<file path="src/rtl/bringup_pkg.sv">
package bringup_pkg;

  localparam int CMD_W = 4;

  typedef enum logic [CMD_W-1:0] {
    CMD_NONE       = 4'd0,
    CMD_LPBK_ON    = 4'd1,
    CMD_LPBK_OFF   = 4'd2,
    CMD_INIT_ADAPT = 4'd3,
    CMD_POLL_DONE  = 4'd4,
    CMD_CONT_START = 4'd5,
    CMD_CONT_STOP  = 4'd6,
    CMD_ERR_READ   = 4'd7,
    CMD_ANA_RESET  = 4'd8
  } cmd_e;

  // Strobes from the control FSM to the datapath
  typedef struct packed {
    logic issue;
    cmd_e code;
    logic tmrClr;
    logic retryInc;
    logic retryClr;
    logic faultSet;
    logic faultClr;
  } ctlStrb_t;

endpackage

</file>
<file path="src/rtl/bringup_dp.sv">
module bringup_dp
  import bringup_pkg::*;
#(
  parameter int TMO_W     = 16,
  parameter int MAX_RETRY = 3,
  parameter int RETRY_W   = $clog2(MAX_RETRY + 1)
) (
  input  logic               clk,
  input  logic               rstN,
  input  ctlStrb_t           strb,
  input  logic               cmdAck,
  input  logic [TMO_W-1:0]   timeoutLimit,
  output logic               cmdValid,
  output logic [CMD_W-1:0]   cmdCode,
  output logic               ackSeen,
  output logic               tmo,
  output logic [RETRY_W-1:0] retryCnt,
  output logic               fault
);

  logic [TMO_W-1:0] tmrCnt;

  // Command holding register: valid until acknowledged
  always_ff @(posedge clk) begin
    if (!rstN) begin
      cmdValid <= 1'b0;
      cmdCode  <= '0;
    end else if (strb.issue) begin
      cmdValid <= 1'b1;
      cmdCode  <= strb.code;
    end else if (cmdAck) begin
      cmdValid <= 1'b0;
    end
  end

  assign ackSeen = cmdValid && cmdAck;

  // Per-state timer, saturating
  always_ff @(posedge clk) begin
    if (!rstN || strb.tmrClr) begin
      tmrCnt <= '0;
    end else if (tmrCnt != '1) begin
      tmrCnt <= tmrCnt + 1'b1;
    end
  end

  assign tmo = (tmrCnt >= timeoutLimit);

  // Consecutive failure counter
  always_ff @(posedge clk) begin
    if (!rstN || strb.retryClr) begin
      retryCnt <= '0;
    end else if (strb.retryInc && retryCnt != RETRY_W'(MAX_RETRY)) begin
      retryCnt <= retryCnt + 1'b1;
    end
  end

  // Sticky fault flag
  always_ff @(posedge clk) begin
    if (!rstN || strb.faultClr) begin
      fault <= 1'b0;
    end else if (strb.faultSet) begin
      fault <= 1'b1;
    end
  end

  AST_VALID_HOLD: assert property (@(posedge clk) disable iff (!rstN)
    (cmdValid && !cmdAck) |=> cmdValid);
  AST_CODE_STABLE: assert property (@(posedge clk) disable iff (!rstN)
    (cmdValid && !cmdAck) |=> $stable(cmdCode));
  AST_FAULT_STICKY: assert property (@(posedge clk) disable iff (!rstN)
    (fault && !strb.faultClr) |=> fault);
  AST_RETRY_BOUND: assert property (@(posedge clk) disable iff (!rstN)
    retryCnt <= RETRY_W'(MAX_RETRY));

endmodule

</file>
<file path="src/rtl/bringup_ctrl.sv">
module bringup_ctrl
  import bringup_pkg::*;
#(
  parameter int MAX_RETRY = 3,
  parameter int RETRY_W   = $clog2(MAX_RETRY + 1)
) (
  input  logic               clk,
  input  logic               rstN,
  input  logic               startReq,
  input  logic               dynMode,
  input  logic               softChecker,
  input  logic               chanChanged,
  input  logic               cdrLock,
  input  logic               highErr,
  input  logic               errReadReq,
  input  logic               ackDone,
  input  logic               cmdValid,
  input  logic [CMD_W-1:0]   cmdCode,
  input  logic               ackSeen,
  input  logic               tmo,
  input  logic [RETRY_W-1:0] retryCnt,
  output ctlStrb_t           strb,
  output logic               linkUp,
  output logic               busy,
  output logic               errReadDone
);

  typedef enum logic [3:0] {
    S_IDLE, S_LPON, S_INIT_LB, S_POLL_LB, S_LPOFF, S_INIT_MS, S_POLL_MS,
    S_WAIT_LOCK, S_CONT_ON, S_RUN, S_CONT_OFF, S_FRZ, S_ERRRD, S_RESUME,
    S_ARST, S_FAULT
  } state_e;

  state_e state, stateN;
  logic   dynQ, dynN, frozenQ, frozenN;
  logic   reissue, failEv;
  cmd_e   cmdN;

  function automatic cmd_e cmdFor(input state_e s);
    case (s)
      S_LPON:               return CMD_LPBK_ON;
      S_LPOFF:              return CMD_LPBK_OFF;
      S_INIT_LB, S_INIT_MS: return CMD_INIT_ADAPT;
      S_POLL_LB, S_POLL_MS: return CMD_POLL_DONE;
      S_CONT_ON, S_RESUME:  return CMD_CONT_START;
      S_CONT_OFF, S_FRZ:    return CMD_CONT_STOP;
      S_ERRRD:              return CMD_ERR_READ;
      S_ARST:               return CMD_ANA_RESET;
      default:              return CMD_NONE;
    endcase
  endfunction

  always_comb begin
    stateN  = state;
    dynN    = dynQ;
    frozenN = frozenQ;
    reissue = 1'b0;
    failEv  = 1'b0;
    strb    = '0;
    unique case (state)
      S_IDLE, S_FAULT: begin
        if (startReq) begin
          stateN        = S_LPON;
          dynN          = dynMode;
          strb.retryClr = 1'b1;
          strb.faultClr = 1'b1;
        end
      end
      S_LPON:    if (ackSeen) stateN = S_INIT_LB;
      S_INIT_LB: if (ackSeen) stateN = S_POLL_LB;
      S_LPOFF:   if (ackSeen) stateN = S_INIT_MS;
      S_INIT_MS: if (ackSeen) stateN = S_POLL_MS;
      S_POLL_LB, S_POLL_MS: begin
        if (ackSeen) begin
          if (ackDone)  stateN = (state == S_POLL_LB) ? S_LPOFF : S_WAIT_LOCK;
          else if (tmo) failEv = 1'b1;
          else          reissue = 1'b1;
        end
      end
      S_WAIT_LOCK: begin
        if (cdrLock) begin
          stateN = dynQ ? S_CONT_ON : S_RUN;
          if (!dynQ) strb.retryClr = 1'b1;
        end else if (tmo) begin
          failEv = 1'b1;
        end
      end
      S_CONT_ON: begin
        if (ackSeen) begin
          stateN        = S_RUN;
          strb.retryClr = 1'b1;
        end
      end
      S_RUN: begin
        if (!cdrLock || highErr) begin
          stateN = S_ARST;
        end else if (chanChanged) begin
          stateN = dynQ ? S_CONT_OFF : S_INIT_MS;
        end else if (errReadReq) begin
          frozenN = dynQ && !softChecker;
          stateN  = frozenN ? S_FRZ : S_ERRRD;
        end
      end
      S_CONT_OFF: if (ackSeen) stateN = S_INIT_MS;
      S_FRZ:      if (ackSeen) stateN = S_ERRRD;
      S_ERRRD:    if (ackSeen) stateN = frozenQ ? S_RESUME : S_RUN;
      S_RESUME:   if (ackSeen) stateN = S_RUN;
      S_ARST:     if (ackSeen) stateN = S_LPON;
      default:    stateN = S_IDLE;
    endcase

    if (failEv) begin
      strb.retryInc = 1'b1;
      if (retryCnt == RETRY_W'(MAX_RETRY - 1)) begin
        stateN        = S_FAULT;
        strb.faultSet = 1'b1;
      end else begin
        stateN = S_ARST;
      end
    end

    cmdN        = cmdFor(stateN);
    strb.code   = cmdN;
    strb.issue  = ((stateN != state) || reissue) && (cmdN != CMD_NONE);
    strb.tmrClr = (stateN != state);
  end

  always_ff @(posedge clk) begin
    if (!rstN) begin
      state       <= S_IDLE;
      dynQ        <= 1'b0;
      frozenQ     <= 1'b0;
      errReadDone <= 1'b0;
    end else begin
      state       <= stateN;
      dynQ        <= dynN;
      frozenQ     <= frozenN;
      errReadDone <= (state == S_ERRRD) && ackSeen;
    end
  end

  assign linkUp = (state == S_RUN) && cdrLock;
  assign busy   = (state != S_IDLE) && (state != S_RUN) && (state != S_FAULT);

  AST_ONE_OUTSTANDING: assert property (@(posedge clk) disable iff (!rstN)
    strb.issue |-> (!cmdValid || ackSeen));
  AST_CONT_ORDER: assert property (@(posedge clk) disable iff (!rstN)
    (strb.issue && strb.code == CMD_CONT_START) |-> (state == S_WAIT_LOCK || state == S_ERRRD));
  AST_RESET_ON_LOSS: assert property (@(posedge clk) disable iff (!rstN)
    (state == S_RUN && (!cdrLock || highErr)) |=> (cmdValid && cmdCode == CMD_ANA_RESET));
  AST_FAULT_QUIET: assert property (@(posedge clk) disable iff (!rstN)
    (state == S_FAULT) |-> !cmdValid);
  AST_IDLE_QUIET: assert property (@(posedge clk) disable iff (!rstN)
    (state == S_IDLE && !startReq) |=> !cmdValid);

endmodule

</file>
<file path="src/rtl/xcvr_bringup_seq.sv">
module xcvr_bringup_seq
  import bringup_pkg::*;
#(
  parameter int TMO_W     = 16,
  parameter int MAX_RETRY = 3
) (
  input  logic             clk,
  input  logic             rstN,
  input  logic             startReq,
  input  logic             dynMode,
  input  logic             softChecker,
  input  logic             chanChanged,
  input  logic             cdrLock,
  input  logic             highErr,
  input  logic             errReadReq,
  input  logic [TMO_W-1:0] timeoutLimit,
  input  logic             cmdAck,
  input  logic             ackDone,
  output logic             cmdValid,
  output logic [3:0]       cmdCode,
  output logic             linkUp,
  output logic             busy,
  output logic             fault,
  output logic             errReadDone
);

  localparam int RETRY_W = $clog2(MAX_RETRY + 1);

  ctlStrb_t           strb;
  logic               ackSeen;
  logic               tmo;
  logic [RETRY_W-1:0] retryCnt;

  bringup_ctrl #(.MAX_RETRY(MAX_RETRY), .RETRY_W(RETRY_W)) ctrl_i (
    .clk(clk), .rstN(rstN), .startReq(startReq), .dynMode(dynMode),
    .softChecker(softChecker), .chanChanged(chanChanged), .cdrLock(cdrLock),
    .highErr(highErr), .errReadReq(errReadReq), .ackDone(ackDone),
    .cmdValid(cmdValid), .cmdCode(cmdCode), .ackSeen(ackSeen), .tmo(tmo),
    .retryCnt(retryCnt), .strb(strb), .linkUp(linkUp), .busy(busy),
    .errReadDone(errReadDone)
  );

  bringup_dp #(.TMO_W(TMO_W), .MAX_RETRY(MAX_RETRY), .RETRY_W(RETRY_W)) dp_i (
    .clk(clk), .rstN(rstN), .strb(strb), .cmdAck(cmdAck),
    .timeoutLimit(timeoutLimit), .cmdValid(cmdValid), .cmdCode(cmdCode),
    .ackSeen(ackSeen), .tmo(tmo), .retryCnt(retryCnt), .fault(fault)
  );

endmodule

</file>
<file path="config.mk">
export PLATFORM = sky130hd
export DESIGN_NAME = xcvr_bringup_seq
export DESIGN_NICKNAME = d
export VERILOG_FILES = /design/src/rtl/bringup_pkg.sv /design/src/rtl/bringup_dp.sv /design/src/rtl/bringup_ctrl.sv /design/src/rtl/xcvr_bringup_seq.sv
export SDC_FILE = /design/constraint.sdc
export NUM_CORES = 1
export LEC_CHECK = 0
export BUFFER_PORTS_ARGS = -buffer_cell sky130_fd_sc_hd__buf_2
export CORE_UTILIZATION = 60
export DETAILED_ROUTE_END_ITERATION = 12
export PLACE_DENSITY = 0.92
export SYNTH_ARGS = -nofsm -noshare
export SYNTH_HDL_FRONTEND = slang
export SYNTH_HIERARCHICAL = 1
export SYNTH_SLANG_ARGS = --single-unit
</file>
<file path="constraint.sdc">
create_clock -name clk -period 7.25 [get_ports clk]
set_input_delay 0.725 -clock clk [delete_from_list [all_inputs] [get_ports clk]]
set_output_delay 0.725 -clock clk [all_outputs]
set_load 0.02 [all_outputs]
</file>
# == Yosys cells after proc, flatten, opt, wreduce, memory -nomap -nowiden ==
# Memory sizes are Yosys's and may differ from the RTL's.
# Index checks and enable logic that the tools add are counted.
# classes
add_sub_neg,2
multipliers,0
div_mod_pow,0
magnitude_cmp,1
n_eq_ne,21
shift,0
muxes,43
bitwise_logic,2
n_reduce_logical,26
# ops
op,count
$mux W4,17
$pmux W4 S12,1
$eq A4 B4 Y1 const B,8
$mux W1,20
$add A16 B1 Y16 const B,1
$eq A4 B3 Y1 const B,4
$ge A16 B16 Y1,1
$ne A16 B16 Y1 const B,1
$eq A4 B2 Y1 const B,2
$logic_and A1 B1 Y1,8
$ne A4 B4 Y1 const B,2
$reduce_bool A4 Y1,2
$reduce_or A2 Y1,4
$mux W3,2
$logic_or A1 B1 Y1,5
$eq A4 B1 Y1 const B,1
$logic_not A4 Y1,1
$ne A4 B4 Y1,1
$reduce_and A4 Y1,1
$logic_not A1 Y1,3
$pmux W1 S3,1
$add A2 B1 Y2 const B,1
$eq A2 B2 Y1 const B,1
$mux W2,1
5 further kinds,6
# totals
reg_bits,31
latch_bits,0
ram_bits,0
mem_bits_ro,64
inputBits,27
output_inout_bits,9
wordCells,105
n_memories,1
# mem_list
name,words,width,read_ports,rd_ports_with_merged_regs,wr,line,source
(name not given),16,4,1,0,0,bringup_ctrl.sv:40,case (s)

# == Depth between registers and ports, before layout ==
# Gate-level depths: netlist of the first run.
# logic_depth
ltp_word,12
mapped_depth,19
mapped_depth_nobuf,18

# == By module ==
# The synthesis of the first run kept the hierarchy.
# modules_own_cells
module,instances,cells_each,area_each_um2,seq_area_each_um2
bringup_dp,1,173,1516.5,480.5
bringup_ctrl,1,157,1207.4,140.1

# == Worst setup path before layout of the first run ==
# Ideal clock, no wire load.
# synth_path
kind,in2reg
startpoint,input timeoutLimit[13]
endpoint,register dp_i.cmdCode[0]
setup_ns,0.116
arrival_time_ns,3.735
required_time_ns,7.134
path_slack_ns,3.399
stages,17
path_buffers,1
cell_sequence,inv_1 ha_1 a21o_1 a21o_1 a221oi_1 o21ai_0 a22oi_2 o2111ai_4 inv_1 ha_1 nor3_1 a211oi_1 a2111oi_2 a32oi_1 clkbuf_1 mux2i_1 nor2b_1
# synth_lines
item,line,source
from (decl),xcvr_bringup_seq.sv:16,"input logic [TMO_W-1:0] timeoutLimit,"
to (signal assigned),bringup_dp.sv:30,cmdCode <= strb.code;
to (decl),bringup_dp.sv:14,"output logic [CMD_W-1:0] cmdCode,"

==> impl_metrics.csv, run 1 <==
group,metric,value,unit
timing,fin_crit,4.249,ns
timing,finalSetupViolations,0,
run_status,status,"completed",
timing,rsz0062_at_grt,"false",
critical_path,crit_type,"input pin to flop",
global_routing,grt_max_degree,29,
global_routing,grt_pass1_wl,10710,um
detailed_routing,vias_per_cell,6.202,
global_routing,grtUsageTotal,0.2701,
synthesis,seq_area_frac_synth,0.2278,
clock_tree,clock_latency,0.29,ns
final_layout,synthToLayoutAreaGrowth,8.728,%
clock_tree,clock_path_buffers,2,
critical_path,critPathCaptureType,"flop",
synthesis,synth_ff_type,"dfxtp_1",
timing,tightest_slew,0.9729,ns
floorplan,die_h,69.38,um
synthesis,synth_xor_area_frac,0.02251,
clock_tree,postCtsSetupRepairBufs,0,
detailed_routing,drc,0,
final_layout,antennaDiodeCount,0,
timing,skew,0.003898,ns
global_routing,grt-ovfl-total,0,
floorplan,die_area,4813,um^2
timing,fmax,235.4,MHz
place,dp_hpwl,4513,um
detailed_routing,num_vias,2549,
timing,maxSlewViolCount,0,
detailed_routing,antenna_left,0,
place,placed_cells,403,
clock_tree,cts_resized,0,
floorplan,die_width,69.38,um
synthesis,ys_types,75,
synthesis,synthCells,330,
synthesis,synth_top_area_frac,0.2278,
clock_tree,clkTransAtPathRegs,0.07,ns
clock_tree,cts_tree,"yes",
timing,finalCritPeriodShare,0.5860,
synthesis,syn_nets,380,
critical_path,crit_fanout,11,
synthesis,syn-cell-area,2724,um^2
synthesis,synthArstFlopShare,0,
global_routing,grt_pass1_vias,2437,
synthesis,avgSynthCellArea,8.254,um^2
clock_tree,cts-root-buf,"clkbuf_8",
synthesis,synth_top_family_by_area,"simple AND/OR/NAND/NOR gates",
timing,slew-limit-headroom,0.3505,
synthesis,synth-simple-area-share,0.2866,
timing,fin_setup_tns,0,ns
floorplan,io_pins,36,
final_layout,final_cell_count_no_fill,411,
run,drv_cap,0,
critical_path,worstPathRequired,7.43,ns
clock_tree,cts_sinks,31,
global_routing,antenna_found_initial,0,
synthesis,synth_mux_area_frac,0.04593,
power_and_ir_drop,powerDensity,189.4,nW/um^2
detailed_routing,wl_per_cell,15.10,um
timing,hold_viol_final,0,
clock_tree,cts_buffers,5,
floorplan,core_area,4354,um^2
power_and_ir_drop,leakage,1.330,nW
place,port_buffers,35,
power_and_ir_drop,peakVddDrop,155.6,uV
synthesis,synthAdderAreaFrac,0.1056,
final_layout,drive_above_1_share,0.1699,
critical_path,cp-start-kind,"input pin",
clock_tree,cts_hold_buf,0,
synthesis,synth_top_cells_by_area,"dfxtp_1 (23%), ha_1 (11%), mux2i_1 (4.0%)",
synthesis,synth_compound_area_frac,0.2333,
critical_path,cp.arrival,4.43,ns
place,place_congestion,0.9076,
synthesis,synth-edff-count,0,
synthesis,synth_area_leader_cell,"dfxtp_1",
clock_tree,htreeDepth,2,
final_layout,nFillCells,363,
min_path,hp-class,"flop to flop",
final_layout,finalNetCount,408,
floorplan,initial_utilization,0.6256,
detailed_routing,drt_iter0_drc,208,
synthesis,ys_ff_latch,31,
synthesis,yosysWarnings,6,
floorplan,row_count,24,
detailed_routing,firstDrtPassIters,4,
detailed_routing,routed_wl,6206,um
## through the flow
step | worst slack [ns] | total power [W] | area [um^2] | hold WS, ns | util
after floorplan | 3.399 | 0.0003715 | 2724 | 0.4871 | -
after global placement | 2.894 | 0.0004006 | 2861 | 0.4795 | 0.6572
after detailed placement | 2.804 | 0.0004084 | 2861 | 0.4914 | 0.6572
after CTS | 3.082 | 0.0005604 | 2962 | 0.5010 | 0.6802
after global routing | 2.808 | 0.0005956 | 2962 | 0.5441 | 0.6802
final | 3.001 | 0.0005609 | 2962 | 0.4963 | 0.6802
## registers in the layout, indices dropped and copies added (netlist names)
signal              count
ctrl_i/dynQ             1
dp_i/tmrCnt            16
ctrl_i/state            4
dp_i/retryCnt           2
dp_i/fault              1
dp_i/cmdValid           1
dp_i/cmdCode            4
ctrl_i/frozenQ          1
ctrl_i/errReadDone      1
## metal layers
layer  GRT usage  share of wire
met3     0.05087          0.058
met2      0.4412           0.48
met4      0.1519          0.037
met1      0.3327           0.42
met5           0              0
## layout by cell type (no fill, tap or decap), types with 4 or more instances in the layout
cell type / instances
and2_1: 6
o21ai_0: 9
nand4_1: 4
nor2b_1: 15
dfxtp_1: 31
and3_1: 5
or3_1: 4
nand2b_1: 7
nor2_1: 21
a21oi_1: 16
nand3_1: 7
nand2_1: 21
a31oi_1: 10
mux2i_1: 11
a211oi_1: 5
ha_1: 23
o21ai_1: 4
xnor2_1: 5
clkbuf_8: 7
and4_1: 4
inv_1: 27
buf_2: 35
nor3_1: 10
## cell families (layout without fill, tap and decap cells)
| family | Yosys count | count (layout) |
|---|---|---|
| buf+inv | 43 | 72 |
| mux | 12 | 12 |
| simple gates | 129 | 129 |
| xor+xnor | 7 | 7 |
| compound gates | 85 | 85 |
| fa+ha+maj | 23 | 23 |
| flops | 31 | 31 |
## worst max-delay path, cell delays in order
cell and delay, ns:
buf_2 0.07, inv_1 0.03, ha_1 0.30, a21o_1 0.18, a21o_1 0.17, a221oi_1 0.33
o21ai_0 0.32, a22oi_2 0.32, o2111ai_4 0.26, inv_1 0.21, ha_1 0.20, o21ai_0 0.11
a21oi_1 0.24, a2111oi_2 0.08, a32oi_1 0.53, mux2i_1 0.26, nor2b_1 0.08
## synthesized netlist by cell type (all sizes together) (10+ instances only)
library cell and count:
nand2 22, dfxtp 31, nor2 21, buf 13
mux2i 11, nor3 10, a21oi 16, ha 23
a31oi 10, inv 28, nor2b 15, o21ai 13
## power by group
part	switching (W)	internal (W)
Combinational	0.000113	0.0000916
Clock	0.0000664	0.0000866
Sequential	0.0000201	0.000183
## layout make-up
class	instances	area, um^2	area share
Inverter	29	110.1	0.03718
Tap cell	52	65.06	0.02197
Sequential cell	31	620.6	0.2095
Multi-Input combinational cell	256	1891	0.6384
Clock buffer	8	100.1	0.03380
Timing Repair Buffer	35	175.2	0.05915
## final timing paths
| kind | from | endpoint | slack [ns] | depth (start not counted) |
|---|---|---|---|---|
| worst max-delay path | timeoutLimit[13] | dp_i/cmdCode[1] | 3.00 | 17 |
| worst min-delay path | dp_i/fault | dp_i/fault | 0.50 | 2 |
| worst max register to register | dp_i/tmrCnt[13] | dp_i/cmdCode[1] | 3.09 | 15 |
| worst min register to register | dp_i/fault | dp_i/fault | 0.50 | 2 |
No activity file was read; power rests on OpenSTA's default activity.
==> run 2: changes to the inputs <==
- CORE_UTILIZATION: 60 -> 59
- PLACE_DENSITY: 0.92 -> 0.91
- clock period: 7.25 -> 3.93 ns (I/O delays scaled with it)
==> run 2 against run 1 <==
Effect of this change:
- non-clock buffer count is 15 higher
- critical endpoint is now dp_i/cmdValid
- sequential cell count stayed put
- first-iteration DRC count is 15% higher
- count of clock-buffer cells in the layout is 2 lower
- final cell count is 3.4% higher
- global-route usage is 0.70 points higher
- clock power is 68% higher
- die area is 1.6% higher
- register-to-register slack worse by 2.9 ns
==> impl_metrics.csv, run 2 (synthesis gave the netlist of run 1 again) <==
group,metric,value,unit
power_and_ir_drop,leakage,1.423,nW
power_and_ir_drop,fin_total_pwr,0.001109,W
floorplan,die_h,69.95,um
place,detailed_place.area,2957,um^2
global_routing,grt_pass1_wl,10920,um
timing,whs,0.3644,ns
final_layout,finalNetCount,423,
floorplan,initial_utilization,0.6213,
power_and_ir_drop,powerDensity,355.1,nW/um^2
detailed_routing,firstDrtPassIters,5,
power_and_ir_drop,peakVddDrop,188.7,uV
final_layout,synthToLayoutAreaGrowth,14.70,%
global_routing,grt_pass1_vias,2509,
timing,fin_crit,3.781,ns
critical_path,cp.arrival,3.97,ns
timing,finalCritPeriodShare,0.9622,
detailed_routing,drc,0,
global_routing,grtUsageTotal,0.2772,
floorplan,io_pins,36,
timing,fin_setup_tns,0,ns
detailed_routing,vias_per_cell,6.308,
final_layout,final_area,3124,um^2
timing,slew-limit-headroom,0.5442,
critical_path,crit_chain,"inv_1 -> ha_1 -> nand2b_4 -> a2111oi_4 -> o311a_1 -> o21ai_2 -> a22oi_2 -> o2111ai_4 -> buf_12 -> ha_1 -> o21bai_1 -> a2111oi_2 -> a32oi_2 -> buf_4 -> o21a_1",
critical_path,critPathCaptureType,"flop",
critical_path,crit_fanout,6,
global_routing,grt-ovfl-total,0,
detailed_routing,routed_wl,6697,um
critical_path,cp-start-kind,"flop",
floorplan,core_area,4384,um^2
critical_path,slowest_delay,0.34,ns
detailed_routing,drt_iter0_drc,240,
final_layout,drive_above_1_share,0.2252,
place,placed_cells,414,
final_layout,antennaDiodeCount,0,
final_layout,biggestRegsByFlops,"dp_i/tmrCnt x16, ctrl_i/state x4, dp_i/cmdCode x4",
run,drv_cap,0,
critical_path,cp_common_cell,"ha_1",
floorplan,die_area,4892,um^2
timing,skew,0.006410,ns
final_layout,largest_reg_flops,16,
floorplan,die_width,69.95,um
clock_tree,cts-root-buf,"clkbuf_8",
critical_path,crit_type,"flop to flop",
critical_path,r2r_slack,0.15,ns
place,dp_hpwl,4827,um
detailed_routing,num_vias,2681,
timing,tightest_slew,0.6828,ns
place,place_congestion,0.9512,
timing,rsz0062_at_grt,"false",
place,port_buffers,35,
timing,maxSlewViolCount,0,
critical_path,slowest_stage,"a2111oi_4",
run_status,status,"completed",
critical_path,worstPathRequired,4.11,ns
detailed_routing,wl_per_cell,15.76,um
clock_tree,cts_sinks,31,
global_routing,antenna_found_initial,0,
timing,finalSetupViolations,0,
timing,fmax,264.5,MHz
detailed_routing,antenna_left,0,
min_path,hp-class,"input pin to flop",
timing,hold_viol_final,0,
final_layout,final_cell_mix,"buf_2 (35), dfxtp_1 (30), inv_1 (26)",
final_layout,final_cell_count_no_fill,425,
floorplan,row_count,24,
clock_tree,clkTransAtPathRegs,0.07,ns
clock_tree,clock_latency,0.29,ns
clock_tree,cts_tree,"yes",
critical_path,crit_buf_inv,3,
clock_tree,clock_path_buffers,2,
critical_path,cp_top_family,"compound AO/OA/AOI/OAI gates",
clock_tree,htreeDepth,2,
final_layout,largest-register,"dp_i/tmrCnt",
global_routing,grt_max_degree,23,
clock_tree,cts_buffers,5,
final_layout,mostFrequentLayoutCell,"buf_2",
clock_tree,cts_hold_buf,0,
[run 2: path summary, 6_finish.rpt]
check,cells after the start,to,start
setup / recovery,15,dp_i/cmdValid,dp_i/tmrCnt[0]
hold / removal,3,ctrl_i/dynQ,dynMode
setup reg to reg,15,dp_i/cmdValid,dp_i/tmrCnt[0]
hold reg to reg,2,dp_i/fault,dp_i/fault
[run 2: final cells by class]
class / instances / area [um^2]
Multi-Input combinational cell: 256 / 1939
Clock buffer: 6 / 82.58
Tap cell: 52 / 65.06
Inverter: 29 / 110.1
Clock inverter: 1 / 5.005
Fill cell: 322 / 1260
Timing Repair Buffer: 50 / 300.3
Sequential cell: 31 / 621.8
[run 2: timing repair]
| action | CTS | global route |
|---|---|---|
| resized for setup | 1 | 10 |
| gates cloned | 0 | 0 |
| setup endpoints to repair | 4 | 7 |
| pin swaps | 0 | 6 |
| buffers inserted | 0 | 4 |
[run 2: worst min-delay path: stages]
cell and delay (ns):
buf_2 0.07, mux2i_1 0.05, nor2b_1 0.09
[run 2: metrics by stage]
stage / util / setup slack (ns)
after floorplan: - / 0.4111
after global placement: 0.6744 / 0.004832
after detailed placement: 0.6744 / -0.1546
after CTS: 0.6961 / 0.01493
after global routing: 0.7126 / 0.01142
final: 0.7126 / 0.1487
[run 2: metal layers]
| metal | track usage | up-vias | wire (um) |
|---|---|---|---|
| li1 | - | 1310 | - |
| met1 | 0.3193 | 1220 | 2850 |
| met2 | 0.4872 | 119 | 3209 |
| met3 | 0.04618 | 32 | 394 |
| met4 | 0.1467 | 0 | 242 |
| met5 | 0 | - | 0 |
[run 2: power by group]
group / switching, W / total (W) / internal (W)
registers: 0.0000213 / 0.000360 / 0.000339
clock network: 0.000120 / 0.000257 / 0.000137
logic: 0.000260 / 0.000492 / 0.000231
